===== src/rtl/scan_decim_pkg.sv =====
package scan_decim_pkg;

   // Output conversion applied to every forwarded sample
   typedef enum logic {
      FMT_WIDE   = 1'b0,   // full-width word, sign bit inverted
      FMT_NARROW = 1'b1    // top NARROW_W bits, right aligned, sign bit inverted
   } fmt_mode_e;

endpackage


===== src/rtl/sample_fmt.sv =====
module sample_fmt
   import scan_decim_pkg::*;
#(
   parameter int DATA_W    = 16,
   parameter int NARROW_W  = 12,
   parameter bit NARROW_EN = 1'b1
) (
   input  fmt_mode_e           mode,
   input  logic [DATA_W-1:0]   raw,
   output logic [DATA_W-1:0]   fmt
);

   localparam int SHIFT = DATA_W - NARROW_W;

   if (DATA_W < 2) begin : g_bad_width
      $error("sample_fmt: DATA_W must be at least 2");
   end

   logic [DATA_W-1:0] wide_w;
   assign wide_w = {~raw[DATA_W-1], raw[DATA_W-2:0]};

   if (NARROW_EN) begin : g_narrow
      if (NARROW_W < 2 || NARROW_W >= DATA_W) begin : g_bad_narrow
         $error("sample_fmt: NARROW_W must lie in 2..DATA_W-1");
      end
      logic [DATA_W-1:0] narrow_w;
      assign narrow_w = {{SHIFT{1'b0}}, ~raw[DATA_W-1], raw[DATA_W-2:SHIFT]};
      assign fmt = (mode == FMT_NARROW) ? narrow_w : wide_w;
   end else begin : g_wide_only
      logic unused_mode;
      assign unused_mode = mode;
      assign fmt = wide_w;
   end

endmodule


===== src/rtl/scan_phase.sv =====
module scan_phase #(
   parameter int CH_W   = 5,
   parameter int IDLE_W = 8
) (
   input  logic              clk,
   input  logic              rst_n,
   input  logic              clr,
   input  logic              step,
   input  logic [CH_W-1:0]   nch,
   input  logic [IDLE_W-1:0] idle,
   output logic              keep,
   output logic              scan_last
);

   // Two nested counters: sample slot inside a scan, scan slot inside a chunk.
   logic [CH_W-1:0]   pos_q;
   logic [IDLE_W-1:0] slot_q;
   logic              last_pos;

   assign last_pos  = (pos_q == nch - CH_W'(1));
   assign keep      = (slot_q == '0);
   assign scan_last = keep & last_pos;

   always_ff @(posedge clk or negedge rst_n) begin
      if (!rst_n) begin
         pos_q  <= '0;
         slot_q <= '0;
      end else if (clr) begin
         pos_q  <= '0;
         slot_q <= '0;
      end else if (step) begin
         if (last_pos) begin
            pos_q  <= '0;
            slot_q <= (slot_q == idle) ? '0 : slot_q + IDLE_W'(1);
         end else begin
            pos_q  <= pos_q + CH_W'(1);
         end
      end
   end

   assert_pos_in_window_R3 : assert property (@(posedge clk) disable iff (!rst_n)
      pos_q < nch);

   assert_slot_in_chunk_R3 : assert property (@(posedge clk) disable iff (!rst_n)
      slot_q <= idle);

   assert_wrap_reopens_R3 : assert property (@(posedge clk) disable iff (!rst_n)
      (step && !clr && last_pos && slot_q == idle) |=> keep);

   assert_hold_without_step_R6 : assert property (@(posedge clk) disable iff (!rst_n)
      (!step && !clr) |=> ($stable(pos_q) && $stable(slot_q)));

endmodule


===== src/rtl/scan_stop.sv =====
module scan_stop #(
   parameter int STOP_W = 16
) (
   input  logic              clk,
   input  logic              rst_n,
   input  logic              clr,
   input  logic              scan_done,
   input  logic              stop_en,
   input  logic [STOP_W-1:0] stop_cnt,
   output logic              eoa
);

   logic [STOP_W-1:0] scans_q;
   logic              eoa_q;
   logic [STOP_W-1:0] scans_next;

   assign scans_next = scans_q + STOP_W'(1);
   assign eoa        = eoa_q;

   always_ff @(posedge clk or negedge rst_n) begin
      if (!rst_n) begin
         scans_q <= '0;
         eoa_q   <= 1'b0;
      end else if (clr) begin
         scans_q <= '0;
         eoa_q   <= 1'b0;
      end else if (scan_done) begin
         scans_q <= scans_next;
         if (stop_en && scans_next >= stop_cnt) eoa_q <= 1'b1;
      end
   end

   assert_eoa_needs_enable_R11 : assert property (@(posedge clk) disable iff (!rst_n)
      $rose(eoa_q) |-> stop_en);

   assert_eoa_follows_scan_R9 : assert property (@(posedge clk) disable iff (!rst_n)
      $rose(eoa_q) |-> $past(scan_done));

endmodule


===== src/rtl/scan_decim.sv =====
module scan_decim
   import scan_decim_pkg::*;
#(
   parameter int DATA_W    = 16,
   parameter int NARROW_W  = 12,
   parameter bit NARROW_EN = 1'b1,
   parameter int MAX_CH    = 16,
   parameter int MAX_IDLE  = 255,
   parameter int STOP_W    = 16,
   localparam int CH_W     = $clog2(MAX_CH + 1),
   localparam int IDLE_W   = $clog2(MAX_IDLE + 1)
) (
   input  logic              clk,
   input  logic              rst_n,
   input  logic              start,
   input  logic [CH_W-1:0]   cfg_nchan,
   input  logic [IDLE_W-1:0] cfg_idle,
   input  logic              cfg_mode,
   input  logic              cfg_stop_en,
   input  logic [STOP_W-1:0] cfg_stop_cnt,
   input  logic              in_valid,
   input  logic [DATA_W-1:0] in_data,
   output logic              in_ready,
   output logic              out_valid,
   output logic [DATA_W-1:0] out_data,
   input  logic              out_ready,
   output logic              eoa
);

   if (MAX_CH < 1) begin : g_bad_ch
      $error("scan_decim: MAX_CH must be at least 1");
   end
   if (MAX_IDLE < 1) begin : g_bad_idle
      $error("scan_decim: MAX_IDLE must be at least 1");
   end
   if (STOP_W < 1) begin : g_bad_stop
      $error("scan_decim: STOP_W must be at least 1");
   end

   // ---------------- configuration latch ----------------
   logic              run_q;
   logic [CH_W-1:0]   nch_q;
   logic [IDLE_W-1:0] idle_q;
   fmt_mode_e         mode_q;
   logic              stop_en_q;
   logic [STOP_W-1:0] stop_q;

   logic [CH_W-1:0]   nch_fix;
   logic [IDLE_W-1:0] idle_fix;
   logic [STOP_W-1:0] stop_fix;

   always_comb begin
      if (cfg_nchan == '0)                 nch_fix = CH_W'(1);
      else if (cfg_nchan > CH_W'(MAX_CH))  nch_fix = CH_W'(MAX_CH);
      else                                 nch_fix = cfg_nchan;
      idle_fix = (cfg_idle > IDLE_W'(MAX_IDLE)) ? IDLE_W'(MAX_IDLE) : cfg_idle;
      stop_fix = (cfg_stop_cnt == '0) ? STOP_W'(1) : cfg_stop_cnt;
   end

   always_ff @(posedge clk or negedge rst_n) begin
      if (!rst_n) begin
         run_q     <= 1'b0;
         nch_q     <= CH_W'(1);
         idle_q    <= '0;
         mode_q    <= FMT_WIDE;
         stop_en_q <= 1'b0;
         stop_q    <= STOP_W'(1);
      end else if (start) begin
         run_q     <= 1'b1;
         nch_q     <= nch_fix;
         idle_q    <= idle_fix;
         mode_q    <= fmt_mode_e'(cfg_mode);
         stop_en_q <= cfg_stop_en;
         stop_q    <= stop_fix;
      end
   end

   // ---------------- stream handshake ----------------
   logic keep;
   logic scan_last;
   logic active;
   logic step;
   logic scan_done;
   logic eoa_w;

   assign active    = run_q & ~eoa_w & ~start;
   assign in_ready  = active & (~keep | out_ready);
   assign out_valid = active & in_valid & keep;
   assign step      = in_valid & in_ready;
   assign scan_done = step & scan_last;
   assign eoa       = eoa_w;

   scan_phase #(
      .CH_W   (CH_W),
      .IDLE_W (IDLE_W)
   ) u_phase (
      .clk       (clk),
      .rst_n     (rst_n),
      .clr       (start),
      .step      (step),
      .nch       (nch_q),
      .idle      (idle_q),
      .keep      (keep),
      .scan_last (scan_last)
   );

   scan_stop #(
      .STOP_W (STOP_W)
   ) u_stop (
      .clk       (clk),
      .rst_n     (rst_n),
      .clr       (start),
      .scan_done (scan_done),
      .stop_en   (stop_en_q),
      .stop_cnt  (stop_q),
      .eoa       (eoa_w)
   );

   sample_fmt #(
      .DATA_W    (DATA_W),
      .NARROW_W  (NARROW_W),
      .NARROW_EN (NARROW_EN)
   ) u_fmt (
      .mode (mode_q),
      .raw  (in_data),
      .fmt  (out_data)
   );

   // ---------------- assertions ----------------
   assert_idle_before_start_R1 : assert property (@(posedge clk) disable iff (!rst_n)
      !run_q |-> (!in_ready && !out_valid && !eoa));

   assert_held_sample_stable_R5 : assert property (@(posedge clk) disable iff (!rst_n)
      (out_valid && !out_ready && !start) |=> (out_valid && $stable(out_data)));

   assert_halt_after_eoa_R9 : assert property (@(posedge clk) disable iff (!rst_n)
      eoa |-> (!in_ready && !out_valid));

   assert_eoa_only_after_start_R2 : assert property (@(posedge clk) disable iff (!rst_n)
      start |=> !eoa);

   if (NARROW_EN) begin : g_narrow_chk
      assert_narrow_top_zero_R8 : assert property (@(posedge clk) disable iff (!rst_n)
         (out_valid && mode_q == FMT_NARROW) |-> (out_data[DATA_W-1:NARROW_W] == '0));
   end

endmodule


===== config.mk =====
export PLATFORM = sky130hd
export DESIGN_NAME = scan_decim
export DESIGN_NICKNAME = d
export VERILOG_FILES = /design/src/rtl/scan_decim_pkg.sv /design/src/rtl/sample_fmt.sv /design/src/rtl/scan_phase.sv /design/src/rtl/scan_stop.sv /design/src/rtl/scan_decim.sv
export SDC_FILE = /design/constraint.sdc
export NUM_CORES = 1
export LEC_CHECK = 0
export ABC_AREA = 0
export CORE_ASPECT_RATIO = 1.25
export CORE_UTILIZATION = 38
export DETAILED_ROUTE_END_ITERATION = 10
export DONT_BUFFER_PORTS = 1
export PLACE_DENSITY = 0.6
export SKIP_CTS_REPAIR_TIMING = 1
export SYNTH_ARGS = -nofsm -noshare
export SYNTH_HDL_FRONTEND = slang
export SYNTH_HIERARCHICAL = 1
export SYNTH_SLANG_ARGS = --single-unit

===== constraint.sdc =====
create_clock -name clk -period 5.1 [get_ports clk]
set_clock_uncertainty 0.1 [all_clocks]
set_input_delay 1.275 -clock clk [delete_from_list [all_inputs] [get_ports clk]]
set_output_delay 1.275 -clock clk [all_outputs]
set_load 0.01 [all_outputs]

# Word level (Yosys, flattened, before mapping)
# Cells that the tools add are included.
[totals]
ff_bits = 62
wordCells = 59
memories = 0
ram_bits = 0
mem_bits_ro = 0
latch_bits = 0
out_inout_bits = 19
[classes]
shifts = 0
n_mux = 17
n_reduce_logical = 10
eq_ne = 2
bitwise = 13
div_mod_pow = 0
multipliers = 0
magnitude_cmp = 3
n_addsub = 4
[ops]
columns = ["operator", "n"]
rows = [
  ["$mux W16", 4],
  ["$mux W8", 5],
  ["$mux W5", 5],
  ["$add A16 B1 Y16 const B", 1],
  ["$ge A16 B16 Y1", 1],
  ["$logic_not A16 Y1", 1],
  ["$add A8 B1 Y8 const B", 1],
  ["$and A1 B1 Y1", 8],
  ["$eq A8 B8 Y1", 1],
  ["$gt A8 B8 Y1 const B", 1],
  ["$logic_not A8 Y1", 1],
  ["$reduce_bool A2 Y1", 4],
  ["$add A5 B1 Y5 const B", 1],
  ["$eq A5 B5 Y1", 1],
  ["$gt A5 B5 Y1 const B", 1],
  ["$logic_not A5 Y1", 1],
  ["$sub A5 B1 Y5 const B", 1],
  ["$not A1 Y1", 4],
  ["$reduce_and A2 Y1", 2],
  ["$mux W1", 3],
  ["$logic_and A1 B1 Y1", 1],
  ["$or A1 B1 Y1", 1],
]

# Depth between registers and ports, before layout
[depth]
ltp_word = 8
mapped_depth = 12
mapped_depth_nobuf = 11

# Cells and area by module
# The synthesis kept the hierarchy.
[by_module_without_submodules]
columns = ["mod", "area_per_inst_um2", "cells_each", "instances"]
rows = [
  ["scan_stop", 1441.4, 168, 1],
  ["scan_decim", 1345.0, 91, 1],
  ["scan_phase", 1002.2, 119, 1],
  ["sample_fmt", 217.7, 19, 1],
]

# Worst setup path after synthesis
# No wires, ideal clock.
[synth_path]
path_kind = "input port to output port"
start = "in start"
end = "out out_valid"
t_required_ns = 3.725
slack_ns = 1.838
cell_stages = 3
t_arrival_ns = 1.887
path_cell_list = "buf_6 > buf_6 > nor4b_2"
[synth_between]
elab_chain_cells = 4
[synth_rtl]
columns = ["element", "line_no", "rtl"]
rows = [
  ["from (decl)", "scan_decim.sv:15", "input logic start,"],
  ["$not A1 Y1", "scan_decim.sv:86", "assign active = run_q & ~eoa_w & ~start;"],
  ["$and A1 B1 Y1", "scan_decim.sv:86", ""],
  ["$and A1 B1 Y1 (2 in a row)", "scan_decim.sv:88", "assign out_valid = active & in_valid & keep;"],
  ["to (decl)", "scan_decim.sv:24", "output logic out_valid,"],
]
# Every way passes these cells.

# Worst setup path in the final report
[layout_path]
start = "reg nch_q[0]"
end = "reg u_stop.scans_q[15]"
[layout_between]
elab_chain_cells = 5
[layout_rtl]
columns = ["element", "line_no", "rtl"]
rows = [
  ["from (decl)", "scan_decim.sv:42", "logic [CH_W-1:0] nch_q;"],
  ["from (signal assigned)", "scan_decim.sv:70", "nch_q <= nch_fix;"],
  ["$sub A5 B1 Y5", "scan_phase.sv:20", "assign last_pos = (pos_q == nch - CH_W'(1));"],
  ["$eq A5 B5 Y1", "scan_phase.sv:20", ""],
  ["$and A1 B1 Y1", "scan_phase.sv:22", "assign scan_last = keep & last_pos;"],
  ["named net scan_last", "scan_decim.sv:80", "logic scan_last;"],
  ["$and A1 B1 Y1", "scan_decim.sv:90", "assign scan_done = step & scan_last;"],
  ["named net scan_done", "scan_decim.sv:83", "logic scan_done;"],
  ["$reduce_bool A2 Y1 (no source line)", "n/a", ""],
  ["to (signal assigned)", "scan_stop.sv:28", "scans_q <= scans_next;"],
  ["to (decl)", "scan_stop.sv:13", "logic [STOP_W-1:0] scans_q;"],
]
# The timed path passes the listed nets, and every way through them passes these cells.
# A chain may end at the register's enable or synchronous reset.

==> results.cfg <==
[run_status]
status = complete, no violations

[die]
die_w_um = 93.8
die_h_um = 117
fp-row-count = 41
dieArea_um2 = 11000
start_util_pct = 39.4
io_pins = 71
core_um2 = 10200

[global_routing]
antenna_found_initial = 0
grt_pass1_wl_um = 13600
grt-ovfl-total = 0
grt_start_max_net_pins = 76
grt_pass1_vias = 2805
grt_usage_pct = 16.4

[final_layout]
stdcell_area_um2 = 4310
utilization_pct = 42.5
multiInputGateArea_um2 = 2190
antenna_cells = 0
layout-drive-gt1-share_pct = 14.9
regArea_um2 = 1550
fillers = 976
final_cells = 524
fin_nets = 463
areaGrowthSynthToFinish_pct = 7.65

[routing]
avgViaCountPerCell = 5.42
highest_layer = met4
drc_errors = 0
wl_per_cell_um = 16.2
dr_wl_met2_um = 4390
met3_length_um = 344
wl_um = 8480
drt_iter0_drc = 105
postRouteAntennaNets = 0
dr.pass1.iters = 4
vias = 2840
wl_met1_um = 3570

[synthesis]
synthCells = 397
yosys.area.top_type_share_pct = 37.5
avgSynthCellArea_um2 = 10.1
synth_enable_flop_cells = 0
synthFlopType = dfrtp_1
yosysTopAreaCell = dfrtp_1
synth_seq_cells = 62
postSynth.asyncResetShare_pct = 100
synthDistinctLibCells = 54
syn_nets = 470
yosysWarnings = 6
synth_area_leaders = dfrtp_1 (37%), ha_1 (6.6%), mux2_2 (5.3%)
yosysSeqAreaShare_pct = 38.8
synth_area_um2 = 4010

[hold_path]
hold_depth = 1
hold_path.class = reg2reg
hold_path_end = run_q$_DFFE_PN0P_
hold_start = run_q$_DFFE_PN0P_

[place]
numPortBuffers = 0
dp.cells = 508
dp_hpwl_um = 6170
gp_congestion = 0.812
placed_area_um2 = 4030
dpl_worst_slack_ns = 1.61

[clock_network]
clkLatencyLatePin_ns = 0.33
clock_tree.buffer_depth = 2
htreeDepth = 3
cts.sinks = 62
root_buffer = clkbuf_16
numCtsBuffers = 9
cts_tree = yes
clk_pin_slew_ns = 0.05

[sta]
rsz0062_at_grt = no
setup_slack_ns = 1.72
finalSetupTns_ns = 0
hold_viol = 0
fmax_mhz = 296
worst_pin_slew_ns = 0.778
min_period_ns = 3.38
period_share_pct = 66.3
maxSlewViolCount = 0
slew_headroom_pct = 48.1
setup_viol = 0

[worst_setup_path]
slowest_stage = or4_1
crit_chain = inv_1 > ha_1 > xor2_1 > o211a_1 > o211ai_1 > nor3_1 > and3_1 > inv_1 > or4_1 > a21oi_1
crit_fanout = 12
reg2regPathDepth = 10
r2r-end = u_stop/scans_q[15]$_DFFE_PN0P_
r2r_setup_slack_ns = 1.72
crit_top_cell = inv_1
path_class = reg2reg
cp-start-kind = register
crit_arrival_ns = 3.54
end_kind = register
crit_required_ns = 5.26
r2r_start = nch_q[0]$_DFFE_PN1P_
max_stage_delay_ns = 0.57

[power]
power_density_nw_per_um2 = 287
p_leak_nw = 1.91
ir_drop_uv = 111

[flow_run]
cap_violations = 0
[state kept, by name, indices dropped and copies added, names as in the netlist]
| name | cells |
|---|---|
| run_q | 1 |
| u_phase/pos_q | 5 |
| u_stop/scans_q | 16 |
| idle_q | 8 |
| u_stop/eoa | 1 |
| u_phase/slot_q | 8 |
| stop_q | 16 |
| stop_en_q | 1 |
| mode_q | 1 |
| nch_q | 5 |
[cell usage after synthesis, types with 2 or more instances]
cell type  count
mux2_4        14
or4_1          4
nor2b_1        3
mux2i_1        3
and2b_2        3
and3_1         5
and2_1         2
nor3_1         4
buf_6          4
dfstp_2        2
o21ai_1        4
nand3b_1       6
o32ai_1        5
nand2b_1       7
xor2_1        24
o21a_1         2
nor4_1         6
clkbuf_1       5
a2111oi_0      2
o21ai_0        9
buf_4          5
nor2_1        21
mux2_1         4
mux2_2        19
a31oi_1        4
a21oi_1       23
nand2_1       18
and4_1         2
inv_1         33
xnor2_1       11
nand4_1        6
dfrtp_1       60
or3_1         11
ha_1          21
nand3_1       22
o31ai_1        4
nor4b_2        2
[metrics by stage]
step,power (W),hold slack (ns)
floorplan,0.000657,0.339
global placement,0.000658,0.354
detailed placement,0.000662,0.368
CTS,0.00125,0.382
global route,0.00129,0.411
finish,0.00124,0.374
[area by class of cell]
| type | count | area share (%) |
|---|---|---|
| inverters | 33 | 2.87 |
| flip-flops and latches | 62 | 36.0 |
| well taps | 129 | 3.74 |
| multi-input cells | 284 | 50.8 |
| clock buffers | 11 | 5.40 |
| clock inverters | 5 | 1.16 |
[worst max path at each step]
stage                               from                             end  slack (ns)
finish              nch_q[0]$_DFFE_PN1P_  u_stop/scans_q[15]$_DFFE_PN0P_        1.72
global route        nch_q[0]$_DFFE_PN1P_  u_stop/scans_q[10]$_DFFE_PN0P_        1.51
CTS                 nch_q[0]$_DFFE_PN1P_  u_stop/scans_q[10]$_DFFE_PN0P_        1.73
detailed placement                 start   u_phase/slot_q[2]$_DFFE_PN0P_        1.61
global placement                   start   u_phase/slot_q[2]$_DFFE_PN0P_        1.69
floorplan                          start                       out_valid        1.84
[critical path, delay by kind of cell, from the launching register on]
family | cells | cell delay, ns
AO/OA/AOI/OAI | 3 | 0.60
XOR/XNOR | 1 | 0.16
adder cells (fa/ha/maj) | 1 | 0.29
buffers and inverters | 2 | 0.32
flip-flops | 1 | 0.56
AND/OR/NAND/NOR | 3 | 1.28
[cells in the final DEF, fill, tap and decap left out, types with 11 or more instances in the layout]
cell type	netlist	final
inv_1	33	33
mux2_2	19	19
ha_1	21	21
nand2_1	18	18
or3_1	11	11
xnor2_1	11	11
nand3_1	22	22
dfrtp_1	60	60
xor2_1	24	24
nor2_1	21	21
a21oi_1	23	23
mux2_4	14	14
[power by group]
| group | switching (W) | internal [W] |
|---|---|---|
| Clock | 0.000210 | 0.000374 |
| Combinational | 0.0000478 | 0.0000624 |
| Sequential | 0.0000240 | 0.000520 |
| Total | 0.000282 | 0.000956 |
[routing by layer]
metal,GRT usage [%],vias to the layer above
met5,0,-
li1,-,1395
met1,18.8,1387
met4,8.31,0
met3,4.20,14
met2,28.2,44
[cell families (layout without fill, tap and decap cells)]
logic type      after synthesis  in the layout  synth area share, %
compound gates               59             59                 9.18
xor+xnor                     35             35                 7.65
fa+ha+maj                    21             21                 6.56
buf+inv                      51             49                 6.53
flops                        62             62                 38.8
mux                          40             40                 12.5
simple gates                129            129                 18.8
Note: power is estimated with default switching activity, not from simulation.
